## src/rtl/shc_pkg.sv

```systemverilog
package shc_pkg;
  typedef enum logic {
    ST_IDLE   = 1'b0,
    ST_UPDATE = 1'b1
  } shc_state_e;
endpackage

```

## src/rtl/shc_way_cmp.sv

```systemverilog
// Per-way tag comparison: stack-depth match and write-back qualification.
module shc_way_cmp #(
  parameter int PID_W  = 4,
  parameter int SIDX_W = 8,
  parameter int IID_W  = 16
) (
  input  logic              valid,
  input  logic [PID_W-1:0]  pid,
  input  logic [SIDX_W-1:0] sidx,
  input  logic [IID_W-1:0]  iid,
  input  logic [PID_W-1:0]  req_pid,
  input  logic [SIDX_W-1:0] req_sidx,
  input  logic [IID_W-1:0]  req_iid,
  output logic              stack_match,
  output logic              wb_qual
);
  logic same_prog;

  always_comb begin
    same_prog   = valid && (pid == req_pid);
    stack_match = same_prog && (sidx == req_sidx);
    wb_qual     = same_prog && (iid <= req_iid);
  end
endmodule

```

## src/rtl/shc_set_eval.sv

```systemverilog
// Evaluates one set: hit decision, touched way, victim and eviction state.
module shc_set_eval #(
  parameter int WAYS    = 4,
  parameter int PID_W   = 4,
  parameter int SIDX_W  = 8,
  parameter int IID_W   = 16,
  parameter int DEPTH_W = 3
) (
  input  logic                     clk,
  input  logic                     rst_n,
  input  logic                     en,
  input  logic [WAYS-1:0]          line_valid,
  input  logic [WAYS-1:0]          line_cold,
  input  logic [WAYS-1:0]          line_dirty,
  input  logic [PID_W-1:0]         line_pid  [WAYS],
  input  logic [SIDX_W-1:0]        line_sidx [WAYS],
  input  logic [IID_W-1:0]         line_iid  [WAYS],
  input  logic [$clog2(WAYS)-1:0]  line_age  [WAYS],
  input  logic [PID_W-1:0]         req_pid,
  input  logic [SIDX_W-1:0]        req_sidx,
  input  logic [IID_W-1:0]         req_iid,
  input  logic [DEPTH_W-1:0]       req_depth,
  input  logic                     req_is_wb,
  output logic                     stack_hit,
  output logic                     hit,
  output logic                     dirty_evict,
  output logic [$clog2(WAYS)-1:0]  touch_way
);
  localparam int AGE_W = $clog2(WAYS);
  localparam int CNT_W = $clog2(WAYS + 1);

  logic [WAYS-1:0]    stack_m;
  logic [WAYS-1:0]    wb_q;
  logic [WAYS-1:0]    sel;
  logic [WAYS-1:0]    at_rank;
  logic [WAYS-1:0]    lru;
  logic [CNT_W-1:0]   match_cnt;
  logic [CNT_W-1:0]   rank [WAYS];
  logic [DEPTH_W-1:0] eff_depth;
  logic [DEPTH_W-1:0] target_rank;
  logic [AGE_W-1:0]   hit_way;
  logic [AGE_W-1:0]   victim_way;
  logic               victim_cold;

  for (genvar w = 0; w < WAYS; w++) begin : g_way
    shc_way_cmp #(.PID_W(PID_W), .SIDX_W(SIDX_W), .IID_W(IID_W)) u_cmp (
      .valid      (line_valid[w]),
      .pid        (line_pid[w]),
      .sidx       (line_sidx[w]),
      .iid        (line_iid[w]),
      .req_pid    (req_pid),
      .req_sidx   (req_sidx),
      .req_iid    (req_iid),
      .stack_match(stack_m[w]),
      .wb_qual    (wb_q[w])
    );

    // rank = number of selected lines more recent than this one
    always_comb begin
      rank[w] = '0;
      for (int v = 0; v < WAYS; v++) begin
        if (sel[v] && (line_age[v] < line_age[w])) rank[w] = rank[w] + CNT_W'(1);
      end
    end

    always_comb begin
      at_rank[w] = sel[w] && (DEPTH_W'(rank[w]) == target_rank);
      lru[w]     = (line_age[w] == AGE_W'(WAYS - 1));
    end
  end

  always_comb begin
    sel         = req_is_wb ? wb_q : stack_m;
    eff_depth   = (req_depth == '0) ? DEPTH_W'(1) : req_depth;
    target_rank = req_is_wb ? '0 : (eff_depth - DEPTH_W'(1));
    match_cnt   = '0;
    for (int w = 0; w < WAYS; w++) match_cnt = match_cnt + CNT_W'(stack_m[w]);
    stack_hit   = req_is_wb ? (|wb_q) : (DEPTH_W'(match_cnt) >= eff_depth);
  end

  always_comb begin
    hit_way    = '0;
    victim_way = '0;
    for (int w = 0; w < WAYS; w++) begin
      if (at_rank[w]) hit_way    = AGE_W'(w);
      if (lru[w])     victim_way = AGE_W'(w);
    end
    victim_cold = |(lru & line_cold);
    hit         = stack_hit || victim_cold;
    dirty_evict = !stack_hit && !victim_cold && (|(lru & line_valid & line_dirty));
    touch_way   = stack_hit ? hit_way : victim_way;
  end

  // a depth beyond the associativity can never find enough lines
  p_deep_miss_r3: assert property (@(posedge clk) disable iff (!rst_n)
    (en && !req_is_wb && (req_depth > DEPTH_W'(WAYS))) |-> !stack_hit);

  // a line is never both cold and valid
  p_cold_invalid_r5: assert property (@(posedge clk) disable iff (!rst_n)
    en |-> ((line_cold & line_valid) == '0));

  // the recency order of the set has exactly one oldest line
  p_single_lru_r4: assert property (@(posedge clk) disable iff (!rst_n)
    en |-> ($countones(lru) == 1));
endmodule

```

## src/rtl/shc_age_update.sv

```systemverilog
// Recency update: the touched way becomes age 0, younger ways age by one.
module shc_age_update #(
  parameter int WAYS = 4
) (
  input  logic [$clog2(WAYS)-1:0] age_in  [WAYS],
  input  logic [$clog2(WAYS)-1:0] touch_way,
  output logic [$clog2(WAYS)-1:0] age_out [WAYS]
);
  localparam int AGE_W = $clog2(WAYS);

  logic [AGE_W-1:0] touch_age;

  always_comb touch_age = age_in[touch_way];

  for (genvar w = 0; w < WAYS; w++) begin : g_age
    always_comb begin
      if (AGE_W'(w) == touch_way)       age_out[w] = '0;
      else if (age_in[w] < touch_age)   age_out[w] = age_in[w] + AGE_W'(1);
      else                              age_out[w] = age_in[w];
    end
  end
endmodule

```

## src/rtl/stackdepth_cache.sv

```systemverilog
module stackdepth_cache
  import shc_pkg::*;
#(
  parameter int SETS       = 16,
  parameter int WAYS       = 4,
  parameter int PID_W      = 4,
  parameter int SIDX_W     = 8,
  parameter int IID_W      = 16,
  parameter bit WRITE_BACK = 1'b1,
  parameter int DEPTH_W    = $clog2(WAYS + 2)
) (
  input  logic               clk,
  input  logic               rst_n,
  input  logic               req_valid,
  output logic               req_ready,
  input  logic [PID_W-1:0]   req_pid,
  input  logic [SIDX_W-1:0]  req_sidx,
  input  logic [DEPTH_W-1:0] req_depth,
  input  logic [IID_W-1:0]   req_iid,
  input  logic               req_write,
  input  logic               req_wb,
  output logic               rsp_valid,
  output logic               rsp_hit,
  output logic               rsp_dirty_evict
);
  localparam int SET_W = $clog2(SETS);
  localparam int AGE_W = $clog2(WAYS);

  // reset: asynchronous assertion, synchronous release
  logic [1:0] rst_sync_q;
  logic       rst_core_n;

  always_ff @(posedge clk or negedge rst_n) begin
    if (!rst_n) rst_sync_q <= 2'b00;
    else        rst_sync_q <= {rst_sync_q[0], 1'b1};
  end
  assign rst_core_n = rst_sync_q[1];

  // line state
  logic [WAYS-1:0]   valid_q [SETS];
  logic [WAYS-1:0]   cold_q  [SETS];
  logic [WAYS-1:0]   dirty_q [SETS];
  logic [AGE_W-1:0]  age_q   [SETS][WAYS];
  logic [PID_W-1:0]  pid_q   [SETS][WAYS];
  logic [SIDX_W-1:0] sidx_q  [SETS][WAYS];
  logic [IID_W-1:0]  iid_q   [SETS][WAYS];

  // captured request
  logic [PID_W-1:0]   r_pid;
  logic [SIDX_W-1:0]  r_sidx;
  logic [DEPTH_W-1:0] r_depth;
  logic [IID_W-1:0]   r_iid;
  logic               r_write;
  logic               r_wb;

  shc_state_e state_q, state_d;
  logic       accept;
  logic       upd_en;
  logic [SET_W-1:0] cur_set;

  logic             stack_hit;
  logic             eval_hit;
  logic             eval_dirty_evict;
  logic [AGE_W-1:0] touch_way;
  logic [AGE_W-1:0] age_next [WAYS];
  logic             dirty_new;

  always_comb begin
    req_ready = (state_q == ST_IDLE);
    accept    = req_valid && req_ready;
    upd_en    = (state_q == ST_UPDATE);
    cur_set   = r_sidx[SET_W-1:0];
    state_d   = state_q;
    case (state_q)
      ST_IDLE:   if (accept) state_d = ST_UPDATE;
      ST_UPDATE: state_d = ST_IDLE;
      default:   state_d = ST_IDLE;
    endcase
  end

  always_ff @(posedge clk or negedge rst_core_n) begin
    if (!rst_core_n) state_q <= ST_IDLE;
    else             state_q <= state_d;
  end

  always_ff @(posedge clk) begin
    if (accept) begin
      r_pid   <= req_pid;
      r_sidx  <= req_sidx;
      r_depth <= req_depth;
      r_iid   <= req_iid;
      r_write <= req_write;
      r_wb    <= req_wb;
    end
  end

  shc_set_eval #(
    .WAYS(WAYS), .PID_W(PID_W), .SIDX_W(SIDX_W), .IID_W(IID_W), .DEPTH_W(DEPTH_W)
  ) u_eval (
    .clk        (clk),
    .rst_n      (rst_core_n),
    .en         (upd_en),
    .line_valid (valid_q[cur_set]),
    .line_cold  (cold_q[cur_set]),
    .line_dirty (dirty_q[cur_set]),
    .line_pid   (pid_q[cur_set]),
    .line_sidx  (sidx_q[cur_set]),
    .line_iid   (iid_q[cur_set]),
    .line_age   (age_q[cur_set]),
    .req_pid    (r_pid),
    .req_sidx   (r_sidx),
    .req_iid    (r_iid),
    .req_depth  (r_depth),
    .req_is_wb  (r_wb),
    .stack_hit  (stack_hit),
    .hit        (eval_hit),
    .dirty_evict(eval_dirty_evict),
    .touch_way  (touch_way)
  );

  shc_age_update #(.WAYS(WAYS)) u_age (
    .age_in   (age_q[cur_set]),
    .touch_way(touch_way),
    .age_out  (age_next)
  );

  always_comb begin
    dirty_new = (stack_hit && dirty_q[cur_set][touch_way]) ||
                (WRITE_BACK && (r_write || r_wb));
  end

  // control bits of every line: reset to cold, invalid, clean, ordered ages
  always_ff @(posedge clk or negedge rst_core_n) begin
    if (!rst_core_n) begin
      for (int s = 0; s < SETS; s++) begin
        valid_q[s] <= '0;
        cold_q[s]  <= '1;
        dirty_q[s] <= '0;
        for (int w = 0; w < WAYS; w++) age_q[s][w] <= AGE_W'(w);
      end
    end else if (upd_en) begin
      valid_q[cur_set][touch_way] <= 1'b1;
      cold_q[cur_set][touch_way]  <= 1'b0;
      dirty_q[cur_set][touch_way] <= dirty_new;
      for (int w = 0; w < WAYS; w++) age_q[cur_set][w] <= age_next[w];
    end
  end

  // tag fields carry no reset; valid_q qualifies them
  always_ff @(posedge clk) begin
    if (upd_en) begin
      pid_q[cur_set][touch_way]  <= r_pid;
      sidx_q[cur_set][touch_way] <= r_sidx;
      iid_q[cur_set][touch_way]  <= r_iid;
    end
  end

  always_ff @(posedge clk or negedge rst_core_n) begin
    if (!rst_core_n) begin
      rsp_valid       <= 1'b0;
      rsp_hit         <= 1'b0;
      rsp_dirty_evict <= 1'b0;
    end else begin
      rsp_valid <= upd_en;
      if (upd_en) begin
        rsp_hit         <= eval_hit;
        rsp_dirty_evict <= eval_dirty_evict;
      end
    end
  end

  // a taken request makes the block busy in the next cycle
  p_busy_after_accept_r8: assert property (@(posedge clk) disable iff (!rst_core_n)
    accept |=> !req_ready);

  // the result strobe follows one cycle after the busy cycle
  p_rsp_after_accept_r8: assert property (@(posedge clk) disable iff (!rst_core_n)
    accept |=> ##1 rsp_valid);

  // a dirty eviction only ever accompanies a miss
  p_evict_on_miss_r7: assert property (@(posedge clk) disable iff (!rst_core_n)
    (rsp_valid && rsp_dirty_evict) |-> !rsp_hit);

  // the line touched by the last update is most recently used afterwards
  p_touched_is_mru_r4: assert property (@(posedge clk) disable iff (!rst_core_n)
    rsp_valid |-> (age_q[$past(cur_set)][$past(touch_way)] == '0));
endmodule

```

## config.mk

```make
export PLATFORM = sky130hd
export DESIGN_NAME = stackdepth_cache
export DESIGN_NICKNAME = d
export VERILOG_FILES = /design/src/rtl/shc_pkg.sv /design/src/rtl/shc_way_cmp.sv /design/src/rtl/shc_set_eval.sv /design/src/rtl/shc_age_update.sv /design/src/rtl/stackdepth_cache.sv
export SDC_FILE = /design/constraint.sdc
export NUM_CORES = 2
export LEC_CHECK = 0
export BUFFER_PORTS_ARGS = -buffer_cell sky130_fd_sc_hd__buf_2
export CAP_MARGIN = 40
export CORE_AREA = 2 2 386 388
export CTS_CLUSTER_SIZE = 14
export DETAILED_ROUTE_END_ITERATION = 16
export DIE_AREA = 0 0 388 390
export HOLD_SLACK_MARGIN = 0.1
export PLACE_DENSITY = 0.77
export SLEW_MARGIN = 25
export SYNTH_ARGS = -nofsm -noshare
export SYNTH_HDL_FRONTEND = slang
export SYNTH_HIERARCHICAL = 1
export SYNTH_SLANG_ARGS = --single-unit
```

## constraint.sdc

```tcl
create_clock -name clk -period 13.1 [get_ports clk]
set_input_delay 2.62 -clock clk [delete_from_list [all_inputs] [get_ports clk]]
set_output_delay 2.62 -clock clk [all_outputs]
set_load 0.01 [all_outputs]
```

==> run metrics <==
first-pass GRT wire length=308,000 um; kind of critical path=reg -> reg; commonest cells after routing, fill and taps aside=sky130_fd_sc_hd__edfxtp_1, sky130_fd_sc_hd__mux4_2, sky130_fd_sc_hd__nand2_1; root buffer cell=sky130_fd_sc_hd__clkbuf_16; total negative slack=0 ns; number of buffers inserted by port buffering=39; Remaining Overflow, GRT=0; Final Skew=0.0398 ns; Post-DP HPWL=107,000 um; # setup viols final=0; total CTS buffers=203; headroom to the max-slew limit=0.251; # clock sinks=2,155; commonest non-fill, non-tap cell in the layout=sky130_fd_sc_hd__edfxtp_1; via density per instance=6.67; transition at the pin with the smallest max-transition slack=1.12 ns; height of the chip=390 um; worst min-delay path category=reg -> async; fraction of final layout cells with drive strength greater than 1=0.303; initial standard-cell utilization of the core=0.586; final weighted congestion in routability-driven placement=0.876; boundary pin count=40; worst-case reg-to-reg path depth=27; Final Instance Area=96,600 um^2; worst supply voltage drop on vdd=132 uV; switch share=0.221; drc violations=0; count of vias placed by the detailed router=44,657; Placed Instance Area=90,000 um^2; Max-cap violations=0; final number of max-transition violations=0; area enclosed by the die boundary=151,000 um^2; initial antenna violation count=4; crit path max fanout=134; unrepaired setup endpoints after global routing=no; Final Net Count=4,716; power dissipated by switching net loads=0.00319 W; total wire length=210,000 um; fin crit share=0.711; number of placement rows=141; arrival time worst endpoint=10.08 ns; growth of design area from synthesis to finish=12.0%; clock-pin transition on the worst setup and hold timing paths=0.06 ns; share of synthesized flip-flops with an asynchronous set or reset=0.151; buffer levels on the longest clock path=3; maximum number of pins on one net before global-route repair=147; number of buffers and inverters on the critical path=4; internal power of the cells=0.0112 W; Horiz. Die Dim=388 um; Cells after Synth=4,355; part of the Yosys area used for sequential elements=0.733; count of flip-flops with a built-in enable after synthesis=1,825; relative contribution of combinational cells to total power=0.074; cell leakage power=33.0 nW; relative contribution of the clock network to total power=0.399; Clock H-tree levels=4; CP peak stage delay=0.86 ns; number of setup buffers added after CTS=0; number of unique standard cell types used by synthesis=72; Worst Setup Start Kind=flop; source-to-sink clock delay at the later pin of the worst-skew pair=0.85 ns; setup slack of the most critical reg-to-reg path=3.79 ns; Power Dens Cells=149 nW/um^2; overall global routing resource usage=0.282; top_reg_cell synth=sky130_fd_sc_hd__edfxtp_1; outcome=complete, no violations; time the worst path needs with I/O delays and setup=9.31 ns; final hold violation count=0; family with the most delay on the worst path=simple AND/OR/NAND/NOR gates; capture point of the worst reg-to-reg path=age_q[93]$_DFFE_PN0P_; number of detailed-routing iterations run before antenna repair=6; Resize count post-CTS=0; endpoint class of the critical path=flop; violation count after the first detailed-route iteration=6,248; Max Clk Rate=0.107 GHz; TritonCTS clock tree=built; vias in the first global route=46,117; data required time at the worst endpoint=13.87 ns; final antenna-violating net count=0; core region area=147,000 um^2; Sequential Power Share=0.527; syn nets=4,481; n_diodes=0; warning count from the yosys run=6; mean post-synth cell area=19.8 um^2; flip-flop and latch count after synthesis=2,155; WL per Instance=31.4 um; cell type of the slowest stage on the worst timing path=sky130_fd_sc_hd__dfxtp_4; synthesized area=86,300 um^2; number of hold buffers added after cts=0
power by group through the flow:
stage               Sequential, W  Clock (W)  Combinational [W]
finish                    0.00760    0.00576            0.00107
global route              0.00761    0.00606            0.00114
CTS                       0.00760    0.00582            0.00107
detailed placement        0.00774          0            0.00104
global placement          0.00774          0            0.00101
floorplan                 0.00777          0           0.000709
flip-flops by register name, summed over array words and instances, names as in the netlist, 2 cells and up, named ones only:
name	count
iid_q	1024
sidx_q	512
pid_q	256
age_q	128
cold_q	64
dirty_q	64
valid_q	64
r_iid	16
r_sidx	8
r_pid	4
r_depth	3
rst_sync_q	2
routing by layer:
| layer | part of all wire | track usage | wire length [um] |
|---|---|---|---|
| met1 | 0.37 | 0.389 | 78400 |
| met2 | 0.50 | 0.462 | 104000 |
| met3 | 0.097 | 0.0527 | 20400 |
| met4 | 0.033 | 0.0928 | 6910 |
| met5 | 0.000062 | 0 | 13 |
stage by stage:
stage               utilization  std cells  hold WS, ns  setup slack, ns  power (W)
floorplan                     -       4355        0.331             3.57    0.00848
global placement          0.610       6283        0.333             3.89    0.00875
detailed placement        0.611       6306        0.336             3.92    0.00879
CTS                       0.655       6685        0.350             3.77     0.0145
global route              0.656       6694        0.358             3.52     0.0148
finish                    0.656       6694        0.338             3.79     0.0144
area by class of cell:
type	instances	area (um^2)
clock inverter	120	1070
inverter	119	447
sequential	2155	63200
fill	9219	50600
multi-input combinational	1874	22100
timing repair buffer	237	1950
clock buffer	259	5410
tap	1930	2410
worst max-delay path by stage:
stage / end / slack (ns) / cells past startpoint
global placement: age_q[113]$_DFFE_PN1P_ / 3.89 / 27
finish: age_q[93]$_DFFE_PN0P_ / 3.79 / 27
CTS: age_q[93]$_DFFE_PN0P_ / 3.77 / 28
global route: age_q[91]$_DFFE_PN1P_ / 3.52 / 27
floorplan: age_q[101]$_DFFE_PN0P_ / 3.57 / 0
detailed placement: age_q[89]$_DFFE_PN1P_ / 3.92 / 28
synthesized netlist by cell type, types with 9 or more instances:
cell type	n	area (um^2)
sky130_fd_sc_hd__edfxtp_1	1825	54800
sky130_fd_sc_hd__mux4_2	641	14400
sky130_fd_sc_hd__nand2_1	457	1720
sky130_fd_sc_hd__dfrtp_1	198	4950
sky130_fd_sc_hd__nor2_1	157	589
sky130_fd_sc_hd__dfstp_2	128	3360
sky130_fd_sc_hd__inv_1	118	443
sky130_fd_sc_hd__clkbuf_1	103	387
sky130_fd_sc_hd__ha_1	89	1110
sky130_fd_sc_hd__nor2b_1	68	425
sky130_fd_sc_hd__buf_2	67	335
sky130_fd_sc_hd__a31oi_1	65	407
sky130_fd_sc_hd__or2_2	53	332
sky130_fd_sc_hd__xnor2_1	39	342
sky130_fd_sc_hd__a21oi_1	35	175
sky130_fd_sc_hd__nor3_1	24	120
sky130_fd_sc_hd__mux2i_1	23	230
sky130_fd_sc_hd__nand2b_1	23	144
sky130_fd_sc_hd__o21ai_0	22	110
sky130_fd_sc_hd__and2_1	17	106
sky130_fd_sc_hd__buf_1	16	60.1
sky130_fd_sc_hd__buf_6	13	146
sky130_fd_sc_hd__nand4_1	12	75.1
sky130_fd_sc_hd__mux2_2	11	124
sky130_fd_sc_hd__nand3_1	11	55.1
sky130_fd_sc_hd__or3_1	11	68.8
sky130_fd_sc_hd__a211oi_1	10	75.1
sky130_fd_sc_hd__nor3b_1	9	67.6
kinds of logic (layout without fill, tap and decap cells):
group / Yosys count / after routing / synth area share
simple gates: 876 / 876 / 0.0463
compound gates: 183 / 183 / 0.0143
fa+ha+maj: 90 / 90 / 0.0131
xor+xnor: 44 / 44 / 0.00447
buf+inv: 326 / 735 / 0.0166
other cells: 1 / 1 / 0.0000435
flops: 2155 / 2155 / 0.733
mux: 680 / 680 / 0.172
Power figures use the tool's default switching activity.
